==> config.mk <==
export PLATFORM = sky130hd
export DESIGN_NAME = mii_mgmt_ctl
export DESIGN_NICKNAME = d
export VERILOG_FILES = /design/src/rtl/mii_mgmt_pkg.sv /design/src/rtl/mii_mgmt_ctrl.sv /design/src/rtl/mii_mgmt_dpath.sv /design/src/rtl/mii_mgmt_ctl.sv
export SDC_FILE = /design/constraint.sdc
export NUM_CORES = 1
export LEC_CHECK = 0
export BUFFER_PORTS_ARGS = -buffer_cell sky130_fd_sc_hd__buf_2
export CORE_AREA = 2 2 152 154
export DETAILED_ROUTE_END_ITERATION = 6
export DIE_AREA = 0 0 154 156
export PLACE_DENSITY = 0.47
export SYNTH_ARGS = -nofsm -noshare
export SYNTH_HDL_FRONTEND = slang
export SYNTH_SLANG_ARGS = --single-unit
==> constraint.sdc <==
create_clock -name clk -period 5.1 [get_ports clk]
set_input_delay 0.51 -clock clk [delete_from_list [all_inputs] [get_ports clk]]
set_output_delay 0.51 -clock clk [all_outputs]
set_load 0.01 [all_outputs]
==> src/rtl/mii_mgmt_pkg.sv <==
package mii_mgmt_pkg;
  // Control word field positions (software visible)
  localparam int RD_BIT    = 0;
  localparam int WR_BIT    = 1;
  localparam int REG_LSB   = 4;
  localparam int PHY_LSB   = 9;
  localparam int ADDR_BITS = 5;
  localparam int DATA_BITS = 16;

  // Strobes from sequencer to datapath
  typedef struct packed {
    logic ctlWrite;   // accept control field update
    logic dataWrite;  // accept data register update
    logic load;       // build and load frame shifter
    logic shift;      // advance to next frame bit (MDC falling)
    logic sample;     // capture MDIO input (MDC rising)
    logic done;       // frame finished
  } mgmtStrobe_t;
endpackage

==> src/rtl/mii_mgmt_ctrl.sv <==
module mii_mgmt_ctrl
  import mii_mgmt_pkg::*;
#(
  parameter int HALF_DIV = 20,
  parameter int PRE_BITS = 32
) (
  input  logic        clk,
  input  logic        rstN,
  input  logic        regWrEn,
  input  logic        regSel,
  input  logic [1:0]  startBits,
  output mgmtStrobe_t stb,
  output logic        mdc,
  output logic        mdioOe
);
  localparam int FRAME_LEN = PRE_BITS + 32;
  localparam int IDX_W     = $clog2(FRAME_LEN);
  localparam int DIV_W     = $clog2(HALF_DIV + 1);
  localparam logic [IDX_W-1:0] LAST_IDX = IDX_W'(FRAME_LEN - 1);
  localparam logic [IDX_W-1:0] TA_IDX   = IDX_W'(PRE_BITS + 14);
  localparam logic [IDX_W-1:0] DATA_IDX = IDX_W'(PRE_BITS + 16);
  localparam logic [DIV_W-1:0] DIV_END  = DIV_W'(HALF_DIV - 1);

  logic             busy;
  logic             isRead;
  logic             mdcQ;
  logic [DIV_W-1:0] divCnt;
  logic [IDX_W-1:0] bitIdx;
  logic             tick;
  logic             startReq;

  assign tick     = busy && (divCnt == DIV_END);
  assign startReq = regWrEn && !regSel && !busy && (startBits != 2'b00);

  always_comb begin
    stb           = '0;
    stb.ctlWrite  = regWrEn && !regSel && !busy;
    stb.dataWrite = regWrEn && regSel && !busy;
    stb.load      = startReq;
    stb.sample    = tick && !mdcQ && isRead && (bitIdx >= DATA_IDX);
    stb.shift     = tick && mdcQ && (bitIdx != LAST_IDX);
    stb.done      = tick && mdcQ && (bitIdx == LAST_IDX);
  end

  always_ff @(posedge clk or negedge rstN) begin
    if (!rstN) begin
      busy   <= 1'b0;
      isRead <= 1'b0;
      mdcQ   <= 1'b0;
      divCnt <= '0;
      bitIdx <= '0;
    end else if (!busy) begin
      if (startReq) begin
        busy   <= 1'b1;
        isRead <= startBits[RD_BIT];
        mdcQ   <= 1'b0;
        divCnt <= '0;
        bitIdx <= '0;
      end
    end else if (tick) begin
      divCnt <= '0;
      if (!mdcQ) begin
        mdcQ <= 1'b1;
      end else begin
        mdcQ <= 1'b0;
        if (bitIdx == LAST_IDX) busy <= 1'b0;
        else                    bitIdx <= bitIdx + 1'b1;
      end
    end else begin
      divCnt <= divCnt + 1'b1;
    end
  end

  assign mdc    = mdcQ;
  assign mdioOe = busy && !(isRead && (bitIdx >= TA_IDX));
endmodule

==> src/rtl/mii_mgmt_dpath.sv <==
module mii_mgmt_dpath
  import mii_mgmt_pkg::*;
#(
  parameter int PRE_BITS = 32
) (
  input  logic        clk,
  input  logic        rstN,
  input  mgmtStrobe_t stb,
  input  logic [15:0] wrData,
  input  logic        mdioIn,
  output logic [15:0] ctrlWord,
  output logic [15:0] dataWord,
  output logic        mdioOut
);
  localparam int FRAME_LEN = PRE_BITS + 32;

  logic                 rdBit;
  logic                 wrBit;
  logic [ADDR_BITS-1:0] phyAddr;
  logic [ADDR_BITS-1:0] regAddr;
  logic [DATA_BITS-1:0] dataReg;
  logic [DATA_BITS-1:0] rdShift;
  logic [FRAME_LEN-1:0] frameSr;
  logic [FRAME_LEN-1:0] frameNew;
  logic                 newRd;

  assign newRd = wrData[RD_BIT];

  always_comb begin
    frameNew = {{PRE_BITS{1'b1}}, 2'b01,
                (newRd ? 2'b10 : 2'b01),
                wrData[PHY_LSB +: ADDR_BITS],
                wrData[REG_LSB +: ADDR_BITS],
                (newRd ? 2'b11 : 2'b10),
                dataReg};
  end

  always_ff @(posedge clk or negedge rstN) begin
    if (!rstN) begin
      rdBit   <= 1'b0;
      wrBit   <= 1'b0;
      phyAddr <= '0;
      regAddr <= '0;
      dataReg <= '0;
      rdShift <= '0;
      frameSr <= '1;
    end else begin
      if (stb.ctlWrite) begin
        phyAddr <= wrData[PHY_LSB +: ADDR_BITS];
        regAddr <= wrData[REG_LSB +: ADDR_BITS];
        rdBit   <= wrData[RD_BIT];
        wrBit   <= wrData[WR_BIT] & ~wrData[RD_BIT];
      end
      if (stb.dataWrite) dataReg <= wrData;
      if (stb.load)      frameSr <= frameNew;
      else if (stb.shift) frameSr <= {frameSr[FRAME_LEN-2:0], 1'b1};
      if (stb.sample)    rdShift <= {rdShift[DATA_BITS-2:0], mdioIn};
      if (stb.done) begin
        rdBit <= 1'b0;
        wrBit <= 1'b0;
        if (rdBit) dataReg <= rdShift;
      end
    end
  end

  assign ctrlWord = {2'b00, phyAddr, regAddr, 2'b00, wrBit, rdBit};
  assign dataWord = dataReg;
  assign mdioOut  = frameSr[FRAME_LEN-1];
endmodule

==> src/rtl/mii_mgmt_ctl.sv <==
module mii_mgmt_ctl
  import mii_mgmt_pkg::*;
#(
  parameter int HALF_DIV = 20,
  parameter int PRE_BITS = 32
) (
  input  logic        clk,
  input  logic        rstN,
  input  logic        regWrEn,
  input  logic        regSel,
  input  logic [15:0] regWrData,
  output logic [15:0] ctrlWord,
  output logic [15:0] dataWord,
  output logic        mdc,
  output logic        mdioOut,
  output logic        mdioOe,
  input  logic        mdioIn
);
  mgmtStrobe_t stb;

  mii_mgmt_ctrl #(.HALF_DIV(HALF_DIV), .PRE_BITS(PRE_BITS)) u_ctrl (
    .clk       (clk),
    .rstN      (rstN),
    .regWrEn   (regWrEn),
    .regSel    (regSel),
    .startBits (regWrData[1:0]),
    .stb       (stb),
    .mdc       (mdc),
    .mdioOe    (mdioOe)
  );

  mii_mgmt_dpath #(.PRE_BITS(PRE_BITS)) u_dpath (
    .clk      (clk),
    .rstN     (rstN),
    .stb      (stb),
    .wrData   (regWrData),
    .mdioIn   (mdioIn),
    .ctrlWord (ctrlWord),
    .dataWord (dataWord),
    .mdioOut  (mdioOut)
  );
endmodule

## Word-level counts from Yosys, hierarchy flattened

Index checks and enable logic that the tools add are counted.

- Word-level logic and storage cells: 78
- Output and inout bits: 35
- Bits in registers: 122

- Magnitude comparators: 2
- Bitwise logic cells: 3
- Reduce and logical (&&, ||, !) cells: 25
- Equal/unequal tests: 6
- Multiplexer cells: 28
- $add $sub $neg: 2

Operators with widths:

| cell | count |
|---|---|
| two-way mux 64 bit | 2 |
| two-way mux 16 bit | 3 |
| two-way mux 6 bit | 5 |
| two-way mux 5 bit | 3 |
| logical AND 1 bit | 14 |
| two-way mux 1 bit | 14 |
| greater-or-equal comparator 6 bit, second input constant | 2 |
| nonzero test 2 bit | 4 |
| adder 6 x 1 -> 6 bit, second input constant | 1 |
| == test 6 bit, second input constant | 1 |
| inequality test 2 bit, second input constant | 3 |
| inequality test 6 bit, second input constant | 1 |
| adder 5 x 1 -> 5 bit, second input constant | 1 |
| == test 5 bit, second input constant | 1 |
| zero test 1 bit | 4 |
| AND reduction 2 bit | 2 |
| AND reduction 4 bit | 1 |
| two-way mux 2 bit | 1 |
| inverter 1 bit | 2 |
| AND 1 bit | 1 |

## Longest topological paths before layout

Gate-level depths: netlist of run 1.

- Depth in word-level cells: 6
- Mapped depth: 8
- Gate-level depth less buffers: 5

## Modules after synthesis

Synthesis of run 1 repeated with hierarchy kept, for this count alone.

- Cell total of the unflattened synthesis: 470
- Area total of the unflattened synthesis: 5617.9 um^2

By module, submodules not included:

| module | seq. area each (um^2) | instances | area each (um^2) | cells each |
|---|---|---|---|---|
| mii_mgmt_dpath | 2782.7 | 1 | 4760.8 | 380 |
| mii_mgmt_ctrl | 350.3 | 1 | 857.1 | 90 |

## Worst setup path after synthesis of run 1

Ideal clock, no wire load.

- Path type: register to register
- From: register u_ctrl.divCnt[0]
- To: register u_dpath.rdShift[10]
- Buffers on the path: 2
- Stages on the path, launching flop included: 8
- Data required time: 4975 ps
- Library setup time: 125 ps
- Setup slack: 2945 ps
- Data arrival time: 2030 ps
- Clock period less this slack: 2155 ps
- Cells stage by stage: dfrtp_1 > ha_1 > and4bb_1 > nand2_2 > or4_4 > buf_6 > buf_12 > mux2_4

- Cells in the longest elaborated chain, start to end: 5

RTL lines:

| what | RTL line | source |
|---|---|---|
| start, declared | mii_mgmt_ctrl.sv:27 | `logic [DIV_W-1:0] divCnt;` |
| start signal, assigned | mii_mgmt_ctrl.sv:70 | `divCnt <= divCnt + 1'b1;` |
| == test 5 bit | mii_mgmt_ctrl.sv:32 | `assign tick = busy && (divCnt == DIV_END);` |
| logical AND 1 bit | mii_mgmt_ctrl.sv:32 |  |
| logical AND 1 bit (3 in series) | mii_mgmt_ctrl.sv:40 | `stb.sample = tick && !mdcQ && isRead && (bitIdx >= DATA_IDX);` |
| end signal, assigned | mii_mgmt_dpath.sv:57 | `if (stb.sample) rdShift <= {rdShift[DATA_BITS-2:0], mdioIn};` |
| end, declared | mii_mgmt_dpath.sv:22 | `logic [DATA_BITS-1:0] rdShift;` |

No other way between the ends.
A chain may end at the register's enable or synchronous reset.

## Worst setup path in the final report of run 1

- From: register u_ctrl.busy
- To: register u_dpath.dataReg[14], in the netlist u_dpath.dataWord[14]

- Cells in the longest elaborated chain, start to end: 5
- Elaborated cells on any way between the ends: 8
- Classes of those cells: mux: 3; reduce/logical: 5

RTL lines:

| what | RTL line | source |
|---|---|---|
| start, declared | mii_mgmt_ctrl.sv:24 | `logic busy;` |
| start signal, assigned | mii_mgmt_ctrl.sv:47 | `busy <= 1'b0;` |
| start signal, assigned | mii_mgmt_ctrl.sv:54 | `busy <= 1'b1;` |
| start signal, assigned | mii_mgmt_ctrl.sv:66 | `if (bitIdx == LAST_IDX) busy <= 1'b0;` |
| zero test 1 bit | mii_mgmt_ctrl.sv:38 | `stb.dataWrite = regWrEn && regSel && !busy;` |
| logical AND 1 bit | mii_mgmt_ctrl.sv:38 |  |
| two-way mux 16 bit | mii_mgmt_dpath.sv:54 | `if (stb.dataWrite) dataReg <= wrData;` |
| two-way mux 16 bit | mii_mgmt_dpath.sv:61 | `if (rdBit) dataReg <= rdShift;` |
| two-way mux 16 bit (*) | mii_mgmt_dpath.sv:58 | `if (stb.done) begin` |
| end signal, assigned | mii_mgmt_dpath.sv:54 |  |
| end signal, assigned | mii_mgmt_dpath.sv:61 |  |
| end, declared | mii_mgmt_dpath.sv:21 | `logic [DATA_BITS-1:0] dataReg;` |

Mark *: on every way between the ends. The rest lies on a longest branch, timed or not.

==> results of run 1 <==
==> worst max-delay path, cell delays in order, from the launching register on <==
cell	delay (ns)
dfrtp_1	0.77
nand2_1	0.25
nor4_2	0.36
nand2_1	0.60
mux2_2	0.49
==> cells in the mapped netlist, types with 2 or more instances <==
| cell type | instances | area, µm² |
|---|---|---|
| and3_1 | 22 | 138 |
| nand3_1 | 60 | 300 |
| a22o_1 | 3 | 26.3 |
| nand2b_1 | 2 | 12.5 |
| nor2_1 | 3 | 11.3 |
| ha_1 | 3 | 37.5 |
| buf_2 | 6 | 30.0 |
| mux2i_1 | 3 | 30.0 |
| nand2_1 | 91 | 342 |
| nand3b_1 | 3 | 22.5 |
| dfstp_2 | 64 | 1680 |
| nand4_1 | 2 | 12.5 |
| mux2_2 | 49 | 552 |
| o21ai_0 | 4 | 20.0 |
| a21oi_1 | 8 | 40.0 |
| inv_1 | 3 | 11.3 |
| buf_1 | 3 | 11.3 |
| a221o_1 | 21 | 210 |
| a32o_1 | 2 | 20.0 |
| and2_1 | 2 | 12.5 |
| buf_6 | 2 | 22.5 |
| mux2_4 | 10 | 150 |
| clkbuf_1 | 22 | 82.6 |
| dfrtp_1 | 58 | 1450 |
| buf_4 | 6 | 45.0 |
==> cell families (layout without fill, tap and decap cells) <==
family / after synthesis / count (layout)
flip-flops: 122 / 122
buffers and inverters: 43 / 91
AO/OA/AOI/OAI: 47 / 47
other: 1 / 4
multiplexers: 62 / 62
AND/OR/NAND/NOR: 195 / 195
adder cells (fa/ha/maj): 3 / 3
==> metrics by stage <==
step,hold slack (ns),util (%)
final,0.218,29.4
after global routing,0.293,29.4
after CTS,0.247,29.4
after detailed placement,0.473,26.7
after global placement,0.453,26.7
after floorplan,0.214,-
==> cell type report <==
cell class                 instances  area (µm²)
clock buffer                      24         492
clock inverter                     8         115
fill                            2256       15800
inverter                           3        11.3
multi-input combinational        311        2180
sequential                       122        3130
tap                              285         357
timing repair buffer              56         295
==> sequential cells by signal (all words and copies together), names as in the netlist <==
name / cells
u_ctrl.busy: 1
u_dpath.wrBit: 1
u_dpath.dataWord: 16
u_dpath.regAddr: 5
u_ctrl.divCnt: 5
u_ctrl.isRead: 1
u_dpath.frameSr: 64
u_dpath.rdBit: 1
u_ctrl.bitIdx: 6
u_dpath.rdShift: 16
u_dpath.phyAddr: 5
u_ctrl.mdc: 1
==> power breakdown <==
part / switching [mW] / total [mW] / internal, mW
registers: 0.182 / 1.47 / 1.29
logic: 0.278 / 0.604 / 0.326
clock network: 0.416 / 1.23 / 0.816
total: 0.876 / 3.30 / 2.43
==> metal layers <==
layer	global-route usage [%]	vias up	part of all wire [%]
met1	14.2	1930	48
met4	4.85	0	1.9
met5	0	-	0
met2	17.6	71	47
li1	-	1763	-
met3	2.39	19	3.0
==> how the worst max path moves through the flow <==
stage	startpoint	to	slack [ns]	depth (start not counted)
2_1_floorplan	u_ctrl.divCnt[0]	u_dpath.rdShift[10]	2.94	7
3_3_place_gp	u_ctrl.busy	u_dpath.dataWord[10]	2.53	4
3_5_place_dp	u_ctrl.busy	u_dpath.dataWord[14]	2.49	4
4_1_cts	u_ctrl.busy	u_dpath.dataWord[14]	2.46	4
5_1_grt	u_ctrl.busy	u_dpath.dataWord[14]	2.25	4
6_report	u_ctrl.busy	u_dpath.dataWord[14]	2.51	4
==> layout by cell type, fill, tap and decap left out, drive strengths merged, types with 2 or more instances in the layout <==
cell type | netlist | layout
a22o | 3 | 3
clkbuf | 22 | 24
inv | 3 | 3
a21oi | 8 | 8
nand3 | 60 | 60
mux2i | 3 | 3
clkinv | 0 | 5
bufinv | 0 | 3
a311oi | 2 | 2
o21ai | 4 | 4
conb | 1 | 4
a221o | 21 | 21
nand2 | 92 | 92
nor2 | 3 | 3
ha | 3 | 3
and3 | 22 | 22
buf | 18 | 56
and2 | 2 | 2
dfrtp | 58 | 58
mux2 | 59 | 59
nand4 | 2 | 2
dfstp | 64 | 64
nor4 | 2 | 2
a32o | 2 | 2
nand3b | 3 | 3
nand2b | 2 | 2
==> metrics.md, run 1 <==
| Metric | Value |
|---|---|
| Final instance area | 6580 µm² |
| GRT Residual Overflow | 0 |
| Yosys warns | 0 |
| Clock Sinks | 122 |
| RSZ-0062 raised after global routing | no |
| Final ANT Viol Nets | 0 |
| Worst-Margin Slew | between 1 and 1.5 ns |
| Setup slack at placement | between 2 and 2.5 ns |
| Worst reg-to-reg path cell count | 4 |
| I/O pins | 56 |
| Diodes inserted | 0 |
| Post-Synth XOR/XNOR Area | 0% |
| Final max-slew violation count | 0 |
| Share of layout cells above drive strength 1 | a little over two fifths |
| Post-Synthesis Cells | roughly 470 |
| Syn Area/Cell | around 12 µm² |
| Largest net degree at the start of global routing | 72 |
| WP data arrival | a little under 3 ns |
| Final hold vios | 0 |
| FF-to-FF setup slack | between 2 and 3 ns |
| Initial Utilization | ~25% |
| Port Buffer Count | 51 |
| H-tree depth | 4 |
| Kind of critical path | flip-flop to flip-flop |
| Status | finished, final reports clean |
| Main synth FF type | dfstp_2 |
| Slew headroom | between 20 and 25% |
| Die Area | about 24000 µm² |
| Routed len/inst | between 15 and 20 µm |
| PD cells | 502 nW/µm² |
| Drt via density | around 4.7 |
| Final wirelength | 12500 µm |
| Fmax | 386 MHz |
| Pre-antenna DRT Iters | 4 |
| Cell Area, Synth | roughly 5500 µm² |
| # DRC | 0 |
| Number of global-route vias before repair | 3829 |
| Library cells used by synthesis | 46 |
| Setup TNS Final | 0 ns |
| Die X-Extent | 154 µm |
| Adder-Cell Fraction of Synth Area | less than 1% |
| Total power | roughly 3.3 mW |
| Critical Path RT | roughly 5.4 ns |
| Async S/R FF share, synth | 100% |
| CTS tree | yes |
| Clk root buf | clkbuf_16 |
| GRT Overall Usage | a little over a tenth |
| Worst reg2reg endpoint | u_dpath.dataWord[14] |
| Maximum vdd drop | ~0.00020 V |
| Cells after DPL | slightly below 800 |
| Max Cap Viol | 0 |
| PnR worst setup slack | roughly 2.5 ns |
| DR iter-0 viols | between 200 and 300 |
| Fin crit share | roughly half |
| CP Capture Type | flip-flop |
| Vias | ~3800 |
| Flop and latch count out of synthesis | 122 |
| Die H | 156 µm |
| P_leak | just under 3 nW |
| Final #Nets | approximately 540 |
| Reg-to-reg critical path startpoint | u_ctrl.busy |
| CORE AREA | roughly 22000 µm² |
| EDFF count, synth | 0 |
| Num CTS Buffers | 17 |
| Clk_lat worst skew | 0.41 ns |
| Post-layout minimum cycle time | between 2 and 3 ns |
| Finished Layout Cells | about 800 |
| Layout Skew | 0.00641 ns |
| Detail Placement HPWL | 7710 µm |
| Compound-Gate Fraction of Synth Area | 7.26% |
| PostCTS Resize Cnt | 0 |
| Crit path max fanout | 20 |
| Simple logic cell fraction of the synthesized area | between 10% and 20% |
| Setup-failing EPs final | 0 |
| Area of placed instances | 5970 µm² |
| Placer Congestion | roughly 0.72 |
| Initial antenna violation count | 0 |
| Cts hold-fix bufs | 0 |
| Layout area overhead | 20.0% |
| Startpoint Class | flip-flop |
| Std-Cell Rows | 55 |
| First-pass GRT wire length | 20700 µm |
| Post-synthesis sequential area ratio | a little under three fifths |
| Post-CTS setup buffers | 0 |
| Reg clk slew, reported paths | approximately 0.05 ns |
| Hold crit path type | input port to asynchronous set/reset pin |
| Main combinational cell family by area after synthesis | simple AND/OR/NAND/NOR gates |
| Clk buf depth | 2 |
| Post-synthesis mux area share | between 10% and 20% |
Power figures use the tool's default switching activity.
==> run 2: changes to the inputs <==
--- a/config.mk
+++ b/config.mk
@@ -9,7 +9,7 @@
 export CORE_AREA = 2 2 152 154
 export DETAILED_ROUTE_END_ITERATION = 6
 export DIE_AREA = 0 0 154 156
-export PLACE_DENSITY = 0.47
+export PLACE_DENSITY = 0.48
 export SYNTH_ARGS = -nofsm -noshare
 export SYNTH_HDL_FRONTEND = slang
 export SYNTH_SLANG_ARGS = --single-unit
==> constraint.sdc (replaced) <==
create_clock -name clk -period 2.3 [get_ports clk]
set_input_delay 0.23 -clock clk [delete_from_list [all_inputs] [get_ports clk]]
set_output_delay 0.23 -clock clk [all_outputs]
set_load 0.01 [all_outputs]
==> metrics.md, run 2 (synthesized netlist as in run 1, its figures left out) <==
| Metric | Value |
|---|---|
| Status | finished, final reports clean |
| Port Buffer Count | about 50 |
| Crit-path slowest cell | or4_4 |
| Slew headroom | roughly 63% |
| Final max-slew violation count | 0 |
| Setup crit start | u_ctrl.divCnt[0] |
| Hold crit path type | input port to flip-flop |
| Reg-to-reg critical path startpoint | u_ctrl.divCnt[0] |
| H-tree depth | 4 |
| DR iter-0 viols | 230 |
| Reg clk slew, reported paths | approximately 0.060 ns |
| Placer Congestion | 0.730 |
| Clk_lat worst skew | a little over 0.4 ns |
| Final wirelength | approximately 13000 µm |
| Total power | around 7.3 mW |
| I/O pins | 56 |
| Register with the most flip-flops | u_dpath.frameSr |
| Final core occ | 30.0% |
| CP cell instances | ha_1, and4bb_1, nand2_2, or4_4, mux2_4 |
| Clk root buf | clkbuf_16 |
| Largest net degree at the start of global routing | 71 |
| Fillers | between 2000 and 2500 |
| Register area | between 3000 and 4000 µm² |
| Clock Sinks | between 100 and 150 |
| Clk buf depth | 2 |
| First-pass GRT wire length | ~21000 µm |
| Post-layout minimum cycle time | roughly 2.2 ns |
| P_leak | approximately 3 nW |
| PD cells | 1100 nW/µm² |
| Most common cell after layout, fill and taps aside | nand2_1 |
| Die Area | around 24000 µm² |
| Die H | about 160 µm |
| Crit path max fanout | 16 |
| Diodes inserted | 0 |
| Layout area overhead | 22.2% |
| Final hold vios | 0 |
| Commonest non-fill, non-tap cells in the layout | 90 x nand2_1, 64 x dfstp_2, 60 x nand3_1 |
| Fmax | ~460 MHz |
| Area of the multi-input gates | 2180 µm² |
| Std-Cell Rows | 55 |
| Max Cap Viol | 0 |
| Num CTS Buffers | 17 |
| Kind of critical path | flip-flop to flip-flop |
| RSZ-0062 raised after global routing | no |
| Setup TNS Final | 0 ns |
| GRT Overall Usage | between 10% and 20% |
| Post-CTS setup buffers | 0 |
| Vias | between 3000 and 4000 |
| Final #Nets | approximately 550 |
| Layout Skew | between 0.007 and 0.008 ns |
| Fin crit share | between 90% and 100% |
| Maximum vdd drop | roughly 0.00046 V |
| Critical Path RT | ~2.6 ns |
| Drt via density | around 4.7 |
| Routed len/inst | 15.6 µm |
| Share of layout cells above drive strength 1 | around 43% |
| Initial antenna violation count | 0 |
| Worst hold path startpoint | regWrData[0] |
| Initial Utilization | roughly a quarter |
| Number of global-route vias before repair | 4010 |
| Pre-antenna DRT Iters | 4 |
| # DRC | 0 |
| CORE AREA | between 20000 and 25000 µm² |
| CTS tree | yes |
| Worst-Margin Slew | 0.560 ns |
| Setup-failing EPs final | 0 |
| CP peak stage delay | roughly 0.66 ns |
| CP Capture Type | flip-flop |
| Final ANT Viol Nets | 0 |
| Largest register FFs | between 60 and 70 |
| WP data arrival | ~2.5 ns |
| Startpoint Class | flip-flop |
| GRT Residual Overflow | 0 |
| Detail Placement HPWL | between 7000 and 8000 µm |
| Die X-Extent | about 150 µm |
## run 2: cell types whose count changed in the layout (fill, tap and decap cells not counted), sizes merged
cell / previous run / this run
clkinvlp: 0 / 3
dlygate4sd3: 0 / 1
clkinv: 5 / 7
clkbuf: 24 / 19
buf: 56 / 66
## run 2: stage by stage
stage	worst slack [ns]	instance area (µm²)	hold WS [ns]	std cells
after global placement	0.202	6100	0.260	787
after floorplan	0.145	5500	-0.0656	476
after global routing	0.0261	6700	0.0346	820
final	0.130	6700	0.0492	820
after CTS	0.122	6700	0.0255	820
after detailed placement	0.144	6100	0.274	787
## run 2: layer usage
metal | routed length (µm) | part of all wire (%) | track usage, % | up-vias
li1 | - | - | - | 1781
met1 | 5830 | 46 | 14.3 | 1958
met2 | 6170 | 48 | 18.2 | 82
met3 | 454 | 3.5 | 2.56 | 21
met4 | 351 | 2.7 | 5.47 | 0
met5 | 0 | 0 | 0 | -
## run 2: power by group
part           switching (mW)  internal [mW]
sequential              0.365           2.85
clock                   0.976           1.72
combinational           0.670          0.760
## run 2: worst max-delay path, delay by kind of cell (launching register included)
family,cells,cell delay [ns]
and+or+nand+nor,3,1.08
muxes,1,0.35
DFF,1,0.41
adders and majority gates,1,0.19
## run 2: path summary, 6_finish.rpt
| check | to | slack (ns) | cells after the start |
|---|---|---|---|
| max | u_dpath.rdShift[7] | 0.13 | 5 |
| min | u_dpath.frameSr[28] | 0.05 | 2 |
| min reg2reg | u_dpath.frameSr[31] | 0.47 | 2 |
| min in group asynchronous | u_ctrl.bitIdx[4] | 0.39 | 2 |
| max in group asynchronous | u_dpath.frameSr[47] | 1.15 | 3 |
| max reg2reg | u_dpath.rdShift[7] | 0.13 | 5 |
## run 2: timing repair
action                    4_1_cts  5_1_grt
hold buffers                    1        0
hold endpoints to repair       26        0
resized for setup               0        0
## run 2: final cells by class
type	count	share of cell area [%]
tap	285	5.32
clock inverter	13	2.26
multi-input combinational	311	32.5
sequential	122	46.8
clock buffer	19	6.61
inverter	3	0.168
timing repair buffer	67	6.42
